`src/rtl/xbus_pkg.sv`:
```
package xbus_pkg;
    // mode bit 0: mirroring enabled; bit 1: reads mirrored too
    typedef struct packed {
        logic       prot;
        logic [1:0] mode;
    } cfg_t;

    localparam int MODE_ON_BIT   = 0;
    localparam int MODE_READ_BIT = 1;
endpackage

```
`src/rtl/xbus_cfg_reg.sv`:
```
module xbus_cfg_reg
    import xbus_pkg::*;
(
    input  logic       clk,
    input  logic       rst_n,
    input  logic       test_mode_i,
    input  logic       lb_wr_en_i,
    input  logic       lb_wr_prot_i,
    input  logic [1:0] lb_wr_mode_i,
    input  logic       sb_wr_en_i,
    input  logic       sb_wr_prot_i,
    input  logic [1:0] sb_wr_mode_i,
    output cfg_t       cfg_o
);
    cfg_t cfg_d, cfg_q;

    always_comb begin
        cfg_d = cfg_q;
        if (lb_wr_en_i) begin
            cfg_d.prot = lb_wr_prot_i;
            cfg_d.mode = lb_wr_mode_i;
        end else if (sb_wr_en_i) begin
            cfg_d.mode = sb_wr_mode_i;
            if (test_mode_i) begin
                cfg_d.prot = sb_wr_prot_i;
            end
        end
    end

    always_ff @(posedge clk) begin
        if (!rst_n) begin
            cfg_q <= '0;
        end else begin
            cfg_q <= cfg_d;
        end
    end

    assign cfg_o = cfg_q;
endmodule

```
`src/rtl/xbus_sram_gate.sv`:
```
module xbus_sram_gate (
    input  logic clk,
    input  logic rst_n,
    input  logic prot_i,
    input  logic req_i,
    input  logic sram_i,
    output logic sel_o,
    output logic err_o
);
    typedef struct packed {
        logic sel;
        logic err;
    } gate_t;

    gate_t gate_d, gate_q;
    logic  hit;

    always_comb begin
        hit        = req_i && sram_i;
        gate_d.sel = hit && !prot_i;
        gate_d.err = hit && prot_i;
    end

    always_ff @(posedge clk) begin
        if (!rst_n) begin
            gate_q <= '0;
        end else begin
            gate_q <= gate_d;
        end
    end

    assign sel_o = gate_q.sel;
    assign err_o = gate_q.err;
endmodule

```
`src/rtl/xbus_show_qual.sv`:
```
module xbus_show_qual
    import xbus_pkg::*;
#(
    parameter int AW = 32,
    parameter int DW = 32
) (
    input  logic          clk,
    input  logic          rst_n,
    input  cfg_t          cfg_i,
    input  logic          cyc_i,
    input  logic          we_i,
    input  logic          sram_i,
    input  logic [AW-1:0] addr_i,
    input  logic [DW-1:0] data_i,
    output logic          valid_o,
    output logic          we_o,
    output logic [AW-1:0] addr_o,
    output logic [DW-1:0] data_o
);
    typedef struct packed {
        logic          valid;
        logic          we;
        logic [AW-1:0] addr;
        logic [DW-1:0] data;
    } show_t;

    show_t show_d, show_q;
    logic  dir_ok;
    logic  masked;

    always_comb begin
        dir_ok       = cfg_i.mode[MODE_ON_BIT] && (we_i || cfg_i.mode[MODE_READ_BIT]);
        masked       = cfg_i.prot && sram_i;
        show_d       = show_q;
        show_d.valid = cyc_i && dir_ok && !masked;
        if (show_d.valid) begin
            show_d.we   = we_i;
            show_d.addr = addr_i;
            show_d.data = data_i;
        end
    end

    always_ff @(posedge clk) begin
        if (!rst_n) begin
            show_q <= '0;
        end else begin
            show_q <= show_d;
        end
    end

    assign valid_o = show_q.valid;
    assign we_o    = show_q.we;
    assign addr_o  = show_q.addr;
    assign data_o  = show_q.data;
endmodule

```
`src/rtl/xbus_guard.sv`:
```
module xbus_guard
    import xbus_pkg::*;
#(
    parameter int AW = 32,
    parameter int DW = 32
) (
    input  logic          clk,
    input  logic          rst_n,
    input  logic          test_mode_i,
    input  logic          lb_wr_en_i,
    input  logic          lb_wr_prot_i,
    input  logic [1:0]    lb_wr_mode_i,
    input  logic          sb_wr_en_i,
    input  logic          sb_wr_prot_i,
    input  logic [1:0]    sb_wr_mode_i,
    output logic          cfg_prot_o,
    output logic [1:0]    cfg_mode_o,
    input  logic          sb_req_i,
    input  logic          sb_sram_i,
    output logic          sram_sel_o,
    output logic          sb_err_o,
    input  logic          lb_cyc_i,
    input  logic          lb_we_i,
    input  logic          lb_sram_i,
    input  logic [AW-1:0] lb_addr_i,
    input  logic [DW-1:0] lb_data_i,
    output logic          show_valid_o,
    output logic          show_we_o,
    output logic [AW-1:0] show_addr_o,
    output logic [DW-1:0] show_data_o
);
    cfg_t cfg;

    xbus_cfg_reg u_cfg (
        .clk          (clk),
        .rst_n        (rst_n),
        .test_mode_i  (test_mode_i),
        .lb_wr_en_i   (lb_wr_en_i),
        .lb_wr_prot_i (lb_wr_prot_i),
        .lb_wr_mode_i (lb_wr_mode_i),
        .sb_wr_en_i   (sb_wr_en_i),
        .sb_wr_prot_i (sb_wr_prot_i),
        .sb_wr_mode_i (sb_wr_mode_i),
        .cfg_o        (cfg)
    );

    xbus_sram_gate u_gate (
        .clk    (clk),
        .rst_n  (rst_n),
        .prot_i (cfg.prot),
        .req_i  (sb_req_i),
        .sram_i (sb_sram_i),
        .sel_o  (sram_sel_o),
        .err_o  (sb_err_o)
    );

    xbus_show_qual #(.AW(AW), .DW(DW)) u_show (
        .clk     (clk),
        .rst_n   (rst_n),
        .cfg_i   (cfg),
        .cyc_i   (lb_cyc_i),
        .we_i    (lb_we_i),
        .sram_i  (lb_sram_i),
        .addr_i  (lb_addr_i),
        .data_i  (lb_data_i),
        .valid_o (show_valid_o),
        .we_o    (show_we_o),
        .addr_o  (show_addr_o),
        .data_o  (show_data_o)
    );

    assign cfg_prot_o = cfg.prot;
    assign cfg_mode_o = cfg.mode;
endmodule

```
`config.mk`:
```
export PLATFORM = sky130hd
export DESIGN_NAME = xbus_guard
export DESIGN_NICKNAME = d
export VERILOG_FILES = /design/src/rtl/xbus_pkg.sv /design/src/rtl/xbus_cfg_reg.sv /design/src/rtl/xbus_sram_gate.sv /design/src/rtl/xbus_show_qual.sv /design/src/rtl/xbus_guard.sv
export SDC_FILE = /design/constraint.sdc
export NUM_CORES = 1
export LEC_CHECK = 0
export ABC_AREA = 1
export CORE_MARGIN = 4
export CORE_UTILIZATION = 25
export CTS_BUF_LIST = sky130_fd_sc_hd__clkbuf_8
export CTS_CLUSTER_SIZE = 10
export DETAILED_ROUTE_END_ITERATION = 10
export HOLD_SLACK_MARGIN = 0.02
export PLACE_DENSITY = 0.64
export SYNTH_ARGS = -nofsm -noshare
export SYNTH_HDL_FRONTEND = slang
export SYNTH_SLANG_ARGS = --single-unit
export TNS_END_PERCENT = 1
```
`constraint.sdc`:
```
create_clock -name clk -period 2.01 [get_ports clk]
set_input_delay 0.5025 -clock clk [delete_from_list [all_inputs] [get_ports clk]]
set_output_delay 0.5025 -clock clk [all_outputs]
set_load 0.05 [all_outputs]
```
# ---- Word level (Yosys, flattened, before mapping)
# Index checks and enable logic that the tools add are counted.
dict set report word_totals {
  out_inout_bits 71
  register_bits 71
  inputBits 80
}
dict set report op_classes {
  n_reduce_logical 13
  muxes 3
}
# op count
set ops {}
lappend ops {{$logic_and 1x1->1} 7}
lappend ops {{$mux 3} 2}
lappend ops {{$reduce_bool 2->1} 2}
lappend ops {{$logic_not 1->1} 2}
lappend ops {{$reduce_and 2->1} 1}
lappend ops {{$logic_or 1x1->1} 1}
lappend ops {{$mux 1} 1}

# ---- Depth between registers and ports, before layout
# Gate-level depths: netlist of run 1.
dict set report logic_depth {
  ltp_word 4
  mapped_depth 8
  depth_no_buf 6
}

# ---- Hierarchy
# From an unflattened synthesis of run 1, not the netlist that was laid out.
dict set report hier_totals {
  cells_unflattened 453
  area_unflattened_um2 2924.1
}
# mod instances area_each_um2 cells_per_inst seq_area_each_um2
set by_module_without_submodules {}
lappend by_module_without_submodules {xbus_show_qual 1 2705.1 419 1321.3}
lappend by_module_without_submodules {xbus_cfg_reg 1 156.4 26 60.1}
lappend by_module_without_submodules {xbus_sram_gate 1 62.6 8 40.0}

# ---- Worst setup path after synthesis of run 1
# No wires, ideal clock.
dict set report synth_path {
  path_kind {register to register}
  start {register u_cfg.cfg_q (netlist bit u_cfg.cfg_o[0])}
  end {register u_show.show_q (netlist bit u_show.addr_o[10])}
  synth_period_minus_slack_ns 1.454
  path_stages_with_launch 8
  setup_slack_ns 0.556
  arrival_time_ns 1.341
  path_buffers 2
  cell_sequence {dfxtp_1 -> nand2_1 -> inv_2 -> nand3_2 -> buf_6 -> buf_2 -> nor2_1 -> nor2_1}
}
dict set report synth_via {
  elab_chain_cells 3
}
# item line_no
set synth_rtl {}
lappend synth_rtl {{start: declaration} xbus_cfg_reg.sv:15} ;# cfg_t cfg_d, cfg_q;
lappend synth_rtl {{start signal: assignment} xbus_cfg_reg.sv:34} ;# cfg_q <= cfg_d;
lappend synth_rtl {{$logic_and 1x1->1} xbus_show_qual.sv:32} ;# dir_ok = cfg_i.mode[MODE_ON_BIT] && (we_i || cfg_i.mode[MODE_READ_BIT]);
lappend synth_rtl {{$logic_and 1x1->1 (2 in series)} xbus_show_qual.sv:35} ;# show_d.valid = cyc_i && dir_ok && !masked;
lappend synth_rtl {{end signal: assignment} xbus_show_qual.sv:47} ;# show_q <= show_d;
lappend synth_rtl {{end: declaration} xbus_show_qual.sv:27} ;# show_t show_d, show_q;
# No other way between the ends.
# A chain may end at the register's enable or synchronous reset.

# ---- Worst setup path after layout of run 1
dict set report layout_path {
  start {register u_show.show_q (netlist bit u_show.data_o[6])}
  end {output show_data_o[6]}
}
# item line_no
set layout_rtl {}
lappend layout_rtl {{end: declaration} xbus_guard.sv:30} ;# output logic [DW-1:0] show_data_o
# No word-level cell between the ends.

==> flow_summary.ini, run 1 <==
[outcome]
status = complete, no violations

[critical_path]
endpoint_kind = output port
critPathMaxStageDelay_ns = 0.54
path_cells = dlygate4sd2_1
crit_type = reg2out
worst-path-stages = 1
critPathBufInv = 1
path_max_fanout = 2
worstPathRequired_ns = 1.51
r2r_cells = 6
path_delay_family = buffers and inverters
worstPathArrival_ns = 1.22
critPathSlowestCell = dlygate4sd2_1
crit_path_start_kind = flip-flop

[detailed_routing]
drt_first_pass_iters = 4
drt_iter0_drc = 117
drc = 0
final_antenna_net_count = 0
via_per_inst = 3.92
num_vias = 2912
wl_per_cell_um = 10.7
wl_mm = 7.93

[yosys]
synth_top_cell_area_share_pct = 48.6
synth_edf_count = 0
syn_inst = 451
synth_area_leaders = dfxtp_1, nand2_1, nor2_1
synth_flop_cell = dfxtp_1
avgSynthCellArea_um2 = 6.48
ys_types = 12
yosysMostFrequentCell = nand2_1
async_flop_share_pct = 0
synth-seq-cells = 71
ys_top_cells_by_count = nand2_1, nor2_1, dfxtp_1, inv_1, buf_2
synth_area_um2 = 2920
ys_warn_count = 0
synth_top_cell_by_area = dfxtp_1
yosysSeqAreaShare_pct = 48.6
syn_nets = 531

[clock_tree]
cts_tree = done
cts.sinks = 71
htreeDepth = 3
insertion_delay_ns = 0.33
clk_pin_slew_ns = 0.07
cts_buffer_depth = 2
root_buffer = clkbuf_8
cts_made_buffers = 9
cts_hold_buffers = 0

[flow_run]
cap_viol_max_count = 0

[floorplan]
num_io_pins = 151
dieArea_um2 = 13500
die_h_um = 116
die_x_um = 116
coreArea_um2 = 11400
placementRows = 39
initial_core_util_pct = 25.6

[layout]
fin_area_um2 = 4720
fin_nets = 675
multi_input_area_um2 = 1100
n_antenna_cell = 0
nFillCells = 1187
syn_to_final_growth_pct = 61.3
instances_no_fill = 743
fin_util_pct = 41.3
layout-drive-gt1-share_pct = 7.00
seq_area_um2 = 1420

[sta]
worst_clock_skew_ns = 0.00934
final_hold_viol_count = 0
setup_viol = 0
period_share_pct = 85.6
rsz0062_at_grt = false
tightest_slew_ns = 0.536
fin_crit_ns = 1.72
postLayoutSetupSlackWorst_ns = 0.290
drv_slew = 0
holdWs_ns = 0.465
setup_tns_ns = 0
fmax_mhz = 581
maxSlewHeadroom_pct = 64.2

[place]
numPortBuffers = 150
place_area_um2 = 4490
placed_cells = 727
pre_cts_ws_ns = 0.210
routabilityCongestion = 0.713
dp_hpwl_mm = 5.91

[grt]
antenna_found_initial = 0
grt_max_degree = 63
grt_pass1_vias = 2752
grt-ovfl-total = 0
grt_pass1_wl_mm = 12.4
grt_util_all_layers_pct = 11.5

[hold_path]
hold_depth = 2
hold_class = reg2reg

[pwr]
p_total_mw = 3.20
total_leakage_power_nw = 2.95
ir_drop_v = 0.000338
powerDensity_nw_per_um2 = 679
[worst paths after layout]
| check | from | end | slack, ns |
|---|---|---|---|
| worst max register to register | u_cfg.cfg_o[2] | u_show.addr_o[30] | 0.80 |
| worst max-delay path | u_show.data_o[6] | show_data_o[6] | 0.29 |
| worst min-delay path | u_show.we_o | u_show.we_o | 0.47 |
| worst min register to register | u_show.we_o | u_show.we_o | 0.47 |
[where the power goes]
group / internal (mW) / switching (mW) / total [mW]
Clock: 0.592 / 0.496 / 1.09
Sequential: 1.46 / 0.0288 / 1.49
Combinational: 0.262 / 0.359 / 0.621
[worst register-to-register path, cell delays in order (launching register included)]
cell     delay (ns)
dfxtp_1        0.38
nand2_1        0.12
nand3_4        0.14
buf_12         0.25
nand2_1        0.11
nand2_1        0.07
nor2_1         0.04
[final cells by class]
cell class | count | share of cell area, %
inverter | 72 | 5.73
clock buffer | 10 | 2.92
timing repair buffer | 155 | 33.0
tap | 143 | 3.79
sequential | 71 | 30.1
clock inverter | 6 | 1.14
multi-input combinational | 286 | 23.3
[kinds of logic after synthesis]
family,count (synthesis),synth area share (%)
compound gates,2,0.342
buf+inv,94,14.1
flops,71,48.6
simple gates,284,36.9
[placed cells by master (no fill, tap or decap), drive strengths merged]
cell type / n
a21oi: 2
buf: 27
dlygate4sd2: 23
clkinvlp: 1
nor2: 134
clkinv: 1
clkdlybuf4s50: 78
clkbuf: 10
dlymetal6s2s: 27
nand3: 7
bufinv: 1
nand2: 143
dfxtp: 71
inv: 75
[flip-flops by register name, indices dropped and copies added, names as in the netlist]
name and flops:
u_show.data_o 32, u_show.valid_o 1, u_cfg.cfg_o 3, u_show.we_o 1, u_gate.err_o 1, u_show.addr_o 32
u_gate.sel_o 1
[per-layer routing]
layer  wire, um  up-vias  GRT usage (%)
met2       3800       85           19.7
met3        758        4           4.97
met5          0        -              0
met4         38        0           3.71
li1           -     1563              -
met1       3330     1260           13.0
[what timing repair did]
| item | in CTS | in global routing |
|---|---|---|
| cloned | 0 | 0 |
| endpoints found under the setup margin | 23 | 27 |
| setup buffers | 0 | 0 |
| resized for setup | 23 | 27 |
Power figures use the tool's default switching activity.
==> inputs of run 2 (changes only) <==
--- a/config.mk
+++ b/config.mk
@@ -15,5 +15,6 @@
 export PLACE_DENSITY = 0.64
 export SYNTH_ARGS = -nofsm -noshare
 export SYNTH_HDL_FRONTEND = slang
+export SYNTH_HIERARCHICAL = 1
 export SYNTH_SLANG_ARGS = --single-unit
 export TNS_END_PERCENT = 1
==> run 2 against run 1 <==
Synthesized area did not move; worst hold slack got worse by 0.0017 ns; clock skew fell by 0.0020 ns; total power fell by 2.2%; sequential power barely moved; maximum frequency fell by 11%; global-route usage rose by 0.20 points; core utilization fell by 0.22 points; sequential cell count did not move; final cell count rose by 0.27%; critical path depth did not move; design area fell by 0.53%; critical path type unchanged; largest cell class unchanged.
==> flow_summary.ini, run 2 <==
[yosys]
synth_flop_cell = dfxtp_1
synth_area_leaders = dfxtp_1, nand2_1, nor2_1
yosysMostFrequentCell = nand2_1
yosysSeqAreaShare_pct = 48.6
ys_warn_count = 6
synth_edf_count = 0
async_flop_share_pct = 0
ys_types = 13
avgSynthCellArea_um2 = 6.45
ys_top_cells_by_count = nand2_1, nor2_1, dfxtp_1, inv_1, buf_2
syn_inst = 453
synth_area_um2 = 2920
synth_top_cell_area_share_pct = 48.6
syn_nets = 533
synth-seq-cells = 71
synth_top_cell_by_area = dfxtp_1

[critical_path]
critPathMaxStageDelay_ns = 0.80
worstPathRequired_ns = 1.51
r2r-end = u_show/data_o[18]
r2r_start = u_cfg/cfg_o[2]
crit_path_start_kind = flip-flop
path_cells = clkdlybuf4s50_1
worstPathArrival_ns = 1.44
crit_type = reg2out
r2r_cells = 6
critPathBufInv = 1
path_delay_family = buffers and inverters
path_max_fanout = 1
endpoint_kind = output port
critPathSlowestCell = clkdlybuf4s50_1
ff2ff_setup_slack_ns = 0.73

[layout]
final_common_cell = nand2_1
layout_common_cells = nand2_1, nor2_1, clkdlybuf4s50_1
fin_util_pct = 41.1
fin_nets = 678
n_antenna_cell = 0
layout-drive-gt1-share_pct = 6.48
nFillCells = 1182
instances_no_fill = 745
syn_to_final_growth_pct = 60.5
fin_area_um2 = 4690

[clock_tree]
htreeDepth = 3
cts_hold_buffers = 0
clk_pin_slew_ns = 0.07
cts_made_buffers = 9
post-cts-setup-buffers = 0
cts.sinks = 71
insertion_delay_ns = 0.33
root_buffer = clkbuf_8
cts_buffer_depth = 2
cts_tree = done

[floorplan]
dieArea_um2 = 13500
initial_core_util_pct = 25.6
die_h_um = 116
coreArea_um2 = 11400
num_io_pins = 151
die_x_um = 116
placementRows = 39

[sta]
setup_tns_ns = 0
setup_viol = 0
fin_crit_ns = 1.94
period_share_pct = 96.5
maxSlewHeadroom_pct = 65.7
worst_clock_skew_ns = 0.00730
postLayoutSetupSlackWorst_ns = 0.0711
final_hold_viol_count = 0
rsz0062_at_grt = false
drv_slew = 0
fmax_mhz = 516
tightest_slew_ns = 0.514

[grt]
grt_util_all_layers_pct = 11.7
antenna_found_initial = 0
grt_pass1_wl_mm = 12.8
grt-ovfl-total = 0
grt_pass1_vias = 2831
grt_max_degree = 71

[place]
place_area_um2 = 4510
pre_cts_ws_ns = 0.162
dp_hpwl_mm = 5.67
routabilityCongestion = 0.758
numPortBuffers = 150
placed_cells = 730

[detailed_routing]
via_per_inst = 3.87
wl_per_cell_um = 10.7
num_vias = 2884
drc = 0
drt_first_pass_iters = 4
wl_mm = 7.94
drt_iter0_drc = 145
final_antenna_net_count = 0

[outcome]
status = complete, no violations

[pwr]
total_leakage_power_nw = 2.84
powerDensity_nw_per_um2 = 667
ir_drop_v = 0.000237

[hold_path]
hold_depth = 2
hold_class = reg2reg
worstHoldStart = u_show/we_o
hold_path_end = u_show/we_o

[flow_run]
cap_viol_max_count = 0
[run 2: cell type report]
type                       instances  area (um^2)  share of cell area (%)
clock inverter                     3         11.3                   0.240
timing repair buffer             155         1530                    32.7
multi-input combinational        289         1110                    23.7
inverter                          72          270                    5.76
clock buffer                      12          165                    3.52
tap                              143          179                    3.81
sequential                        71         1420                    30.3
[run 2: cell families after synthesis]
group | share of synthesized area (%)
AO/OA/AOI/OAI | 0.342
buffers and inverters | 13.6
flip-flops | 48.6
AND/OR/NAND/NOR | 37.4
[run 2: worst max-delay path by stage]
stage                          start                end  cells past startpoint
finish                  u_gate/sel_o         sram_sel_o                      1
floorplan             u_cfg/cfg_o[0]   u_show/addr_o[0]                      7
global placement           lb_sram_i  u_show/data_o[22]                      7
detailed placement         lb_sram_i  u_show/addr_o[27]                      7
global route            u_gate/err_o           sb_err_o                      1
CTS                 u_show/addr_o[8]     show_addr_o[8]                      1
[run 2: metal layers]
metal  GRT usage, %  share of wire (%)
met3           4.35                9.0
met4           4.49               0.99
met5              0                  0
met1           14.5                 45
met2           18.7                 45
[run 2: through the flow]
step,power [mW],hold slack [ns]
floorplan,1.87,0.600
global placement,2.16,0.453
detailed placement,2.17,0.453
CTS,3.20,0.466
global route,3.31,0.498
finish,3.13,0.463
[run 2: power by group]
group	internal [mW]	leakage, nW	switching [mW]
Clock	0.530	0.102	0.488
Sequential	1.46	0.577	0.0300
Combinational	0.259	2.16	0.359
Total	2.25	2.84	0.877
[run 2: timing repair]
action,in CTS,in global routing
cloned,0,0
endpoints found under the hold margin,0,0
gates resized for setup,32,19
endpoints found under the setup margin,32,19
==> inputs of run 3 (changes only) <==
--- a/config.mk
+++ b/config.mk
@@ -5,7 +5,7 @@
 export SDC_FILE = /design/constraint.sdc
 export NUM_CORES = 1
 export LEC_CHECK = 0
-export ABC_AREA = 1
+export ABC_AREA = 0
 export CORE_MARGIN = 4
 export CORE_UTILIZATION = 25
 export CTS_BUF_LIST = sky130_fd_sc_hd__clkbuf_8
==> run 3 against run 2 <==
Register-to-register slack got worse by 0.03 ns; core utilization grew 0.55 points; global-route usage down 0.31 points; synthesized cell count down 33%; worst setup slack worse by 0.012 ns; design area down 2.5%.
==> flow_summary.ini, run 3 <==
[grt]
grt_util_all_layers_pct = 11.4
grt_pass1_vias = 2568
grt_max_degree = 77
grt_pass1_wl_mm = 12.1
grt-ovfl-total = 0
antenna_found_initial = 0

[clock_tree]
cts_made_buffers = 9
cts_buffer_depth = 2
clk_pin_slew_ns = 0.08
root_buffer = clkbuf_8
post-cts-setup-buffers = 0
htreeDepth = 3
cts_tree = done
cts.sinks = 71
insertion_delay_ns = 0.34

[layout]
n_antenna_cell = 0
fin_util_pct = 41.6
layout_common_cells = nand2_1, clkdlybuf4s50_1, dfxtp_1
layout-drive-gt1-share_pct = 10.4
fin_nets = 527
fin_area_um2 = 4570
final_common_cell = nand2_1
instances_no_fill = 592
syn_to_final_growth_pct = 60.4

[yosys]
synth_flop_cell = dfxtp_1
syn_nets = 384
ys_top_cells_by_count = nand2_1, dfxtp_1, mux2i_1, buf_2, buf_6
synth_top_cell_area_share_pct = 49.9
yosysSeqAreaShare_pct = 49.9
avgSynthCellArea_um2 = 9.38
synth_edf_count = 0
ys_types = 20
synth_area_um2 = 2850
synth_top_cell_by_area = dfxtp_1
syn_inst = 304
ys_warn_count = 6
async_flop_share_pct = 0
synth-seq-cells = 71
yosysMostFrequentCell = nand2_1
synth_area_leaders = dfxtp_1, mux2i_1, nand2_1

[sta]
period_share_pct = 97.1
rsz0062_at_grt = false
worst_clock_skew_ns = 0.00537
fmax_mhz = 513
fin_crit_ns = 1.95
tightest_slew_ns = 0.525
final_hold_viol_count = 0
maxSlewHeadroom_pct = 65.2
drv_slew = 0
postLayoutSetupSlackWorst_ns = 0.0588
setup_tns_ns = 0
setup_viol = 0

[floorplan]
initial_core_util_pct = 26.0
die_h_um = 115
coreArea_um2 = 11000
dieArea_um2 = 13200
die_x_um = 115
num_io_pins = 151
placementRows = 38

[critical_path]
worstPathArrival_ns = 1.45
path_max_fanout = 1
crit_path_start_kind = flip-flop
critPathMaxStageDelay_ns = 0.80
worstPathRequired_ns = 1.51
r2r_start = u_cfg/cfg_o[0]
critPathSlowestCell = clkdlybuf4s50_1
endpoint_kind = output port
path_cells = clkdlybuf4s50_1
path_delay_family = buffers and inverters
startpoint = u_show/valid_o
crit_type = reg2out
critPathBufInv = 1

[place]
dp_hpwl_mm = 5.56
placed_cells = 576
pre_cts_ws_ns = 0.113
numPortBuffers = 150
routabilityCongestion = 0.716
place_area_um2 = 4400

[detailed_routing]
drt_iter0_drc = 125
final_antenna_net_count = 0
via_per_inst = 4.29
drc = 0
wl_per_cell_um = 13.0
drt_first_pass_iters = 4
num_vias = 2540
wl_mm = 7.69

[hold_path]
hold_class = reg2reg
worstHoldStart = u_show/addr_o[7]

[pwr]
total_leakage_power_nw = 2.06
powerDensity_nw_per_um2 = 694
ir_drop_v = 0.000343

[flow_run]
cap_viol_max_count = 0

[outcome]
status = complete, no violations
## run 3: cell types whose count changed after synthesis, sizes merged, moves of 2 or more
cell    before  now
and2         0    2
nand2      146  130
mux2i        0   64
nand2b       0    3
a21oi        2    0
o211a        0    3
nand3        6    0
inv         72    0
mux2         0    2
nor2       134    0
## run 3: path summary, 6_finish.rpt
kind                        to  slack [ns]  cells past startpoint
max               show_valid_o        0.06                      1
min           u_show/addr_o[7]        0.45                      2
max reg2reg  u_show/data_o[29]        0.70                      4
min reg2reg   u_show/addr_o[7]        0.45                      2
## run 3: final cells by class
| class | count | area [um^2] |
|---|---|---|
| Fill cell | 1107 | 6410 |
| Timing Repair Buffer | 154 | 1500 |
| Sequential cell | 71 | 1420 |
| Multi-Input combinational cell | 211 | 1280 |
| Tap cell | 140 | 175 |
| Clock buffer | 9 | 124 |
| Clock inverter | 7 | 72.6 |
## run 3: through the flow
step                      total power [mW]  hold WS [ns]
final                                 3.17         0.454
after detailed placement              2.09         0.448
after global routing                  3.33         0.435
after CTS                             3.25         0.431
after floorplan                       1.82         0.634
after global placement                2.08         0.442
## run 3: worst register-to-register path, stage by stage, from the launching register on
cell,delay (ns)
dfxtp_1,0.37
and2_4,0.17
o211a_4,0.19
buf_12,0.25
mux2i_1,0.26
## run 3: cell families after synthesis
logic type	synth area share, %
and+or+nand+nor	19.3
DFF	49.9
muxes	23.3
buffers and inverters	5.09
AOI/OAI and AO/OA	2.50
## run 3: where the power goes
group / switching, mW / internal (mW) / leakage (nW)
Clock: 0.561 / 0.575 / 0.0956
Sequential: 0.0250 / 1.45 / 0.576
Combinational: 0.303 / 0.258 / 1.39
Total: 0.890 / 2.28 / 2.06
## run 3: timing repair
item                                    in CTS  in global routing
endpoints found under the setup margin      38                  8
resized for setup                           38                  8
hold buffers                                 0                  0
## run 3: per-layer routing
layer  part of all wire (%)  global-route usage (%)
met1                     43                    13.6
met2                     44                    18.2
met3                     11                    5.53
met4                    1.3                    3.76
met5                      0                       0
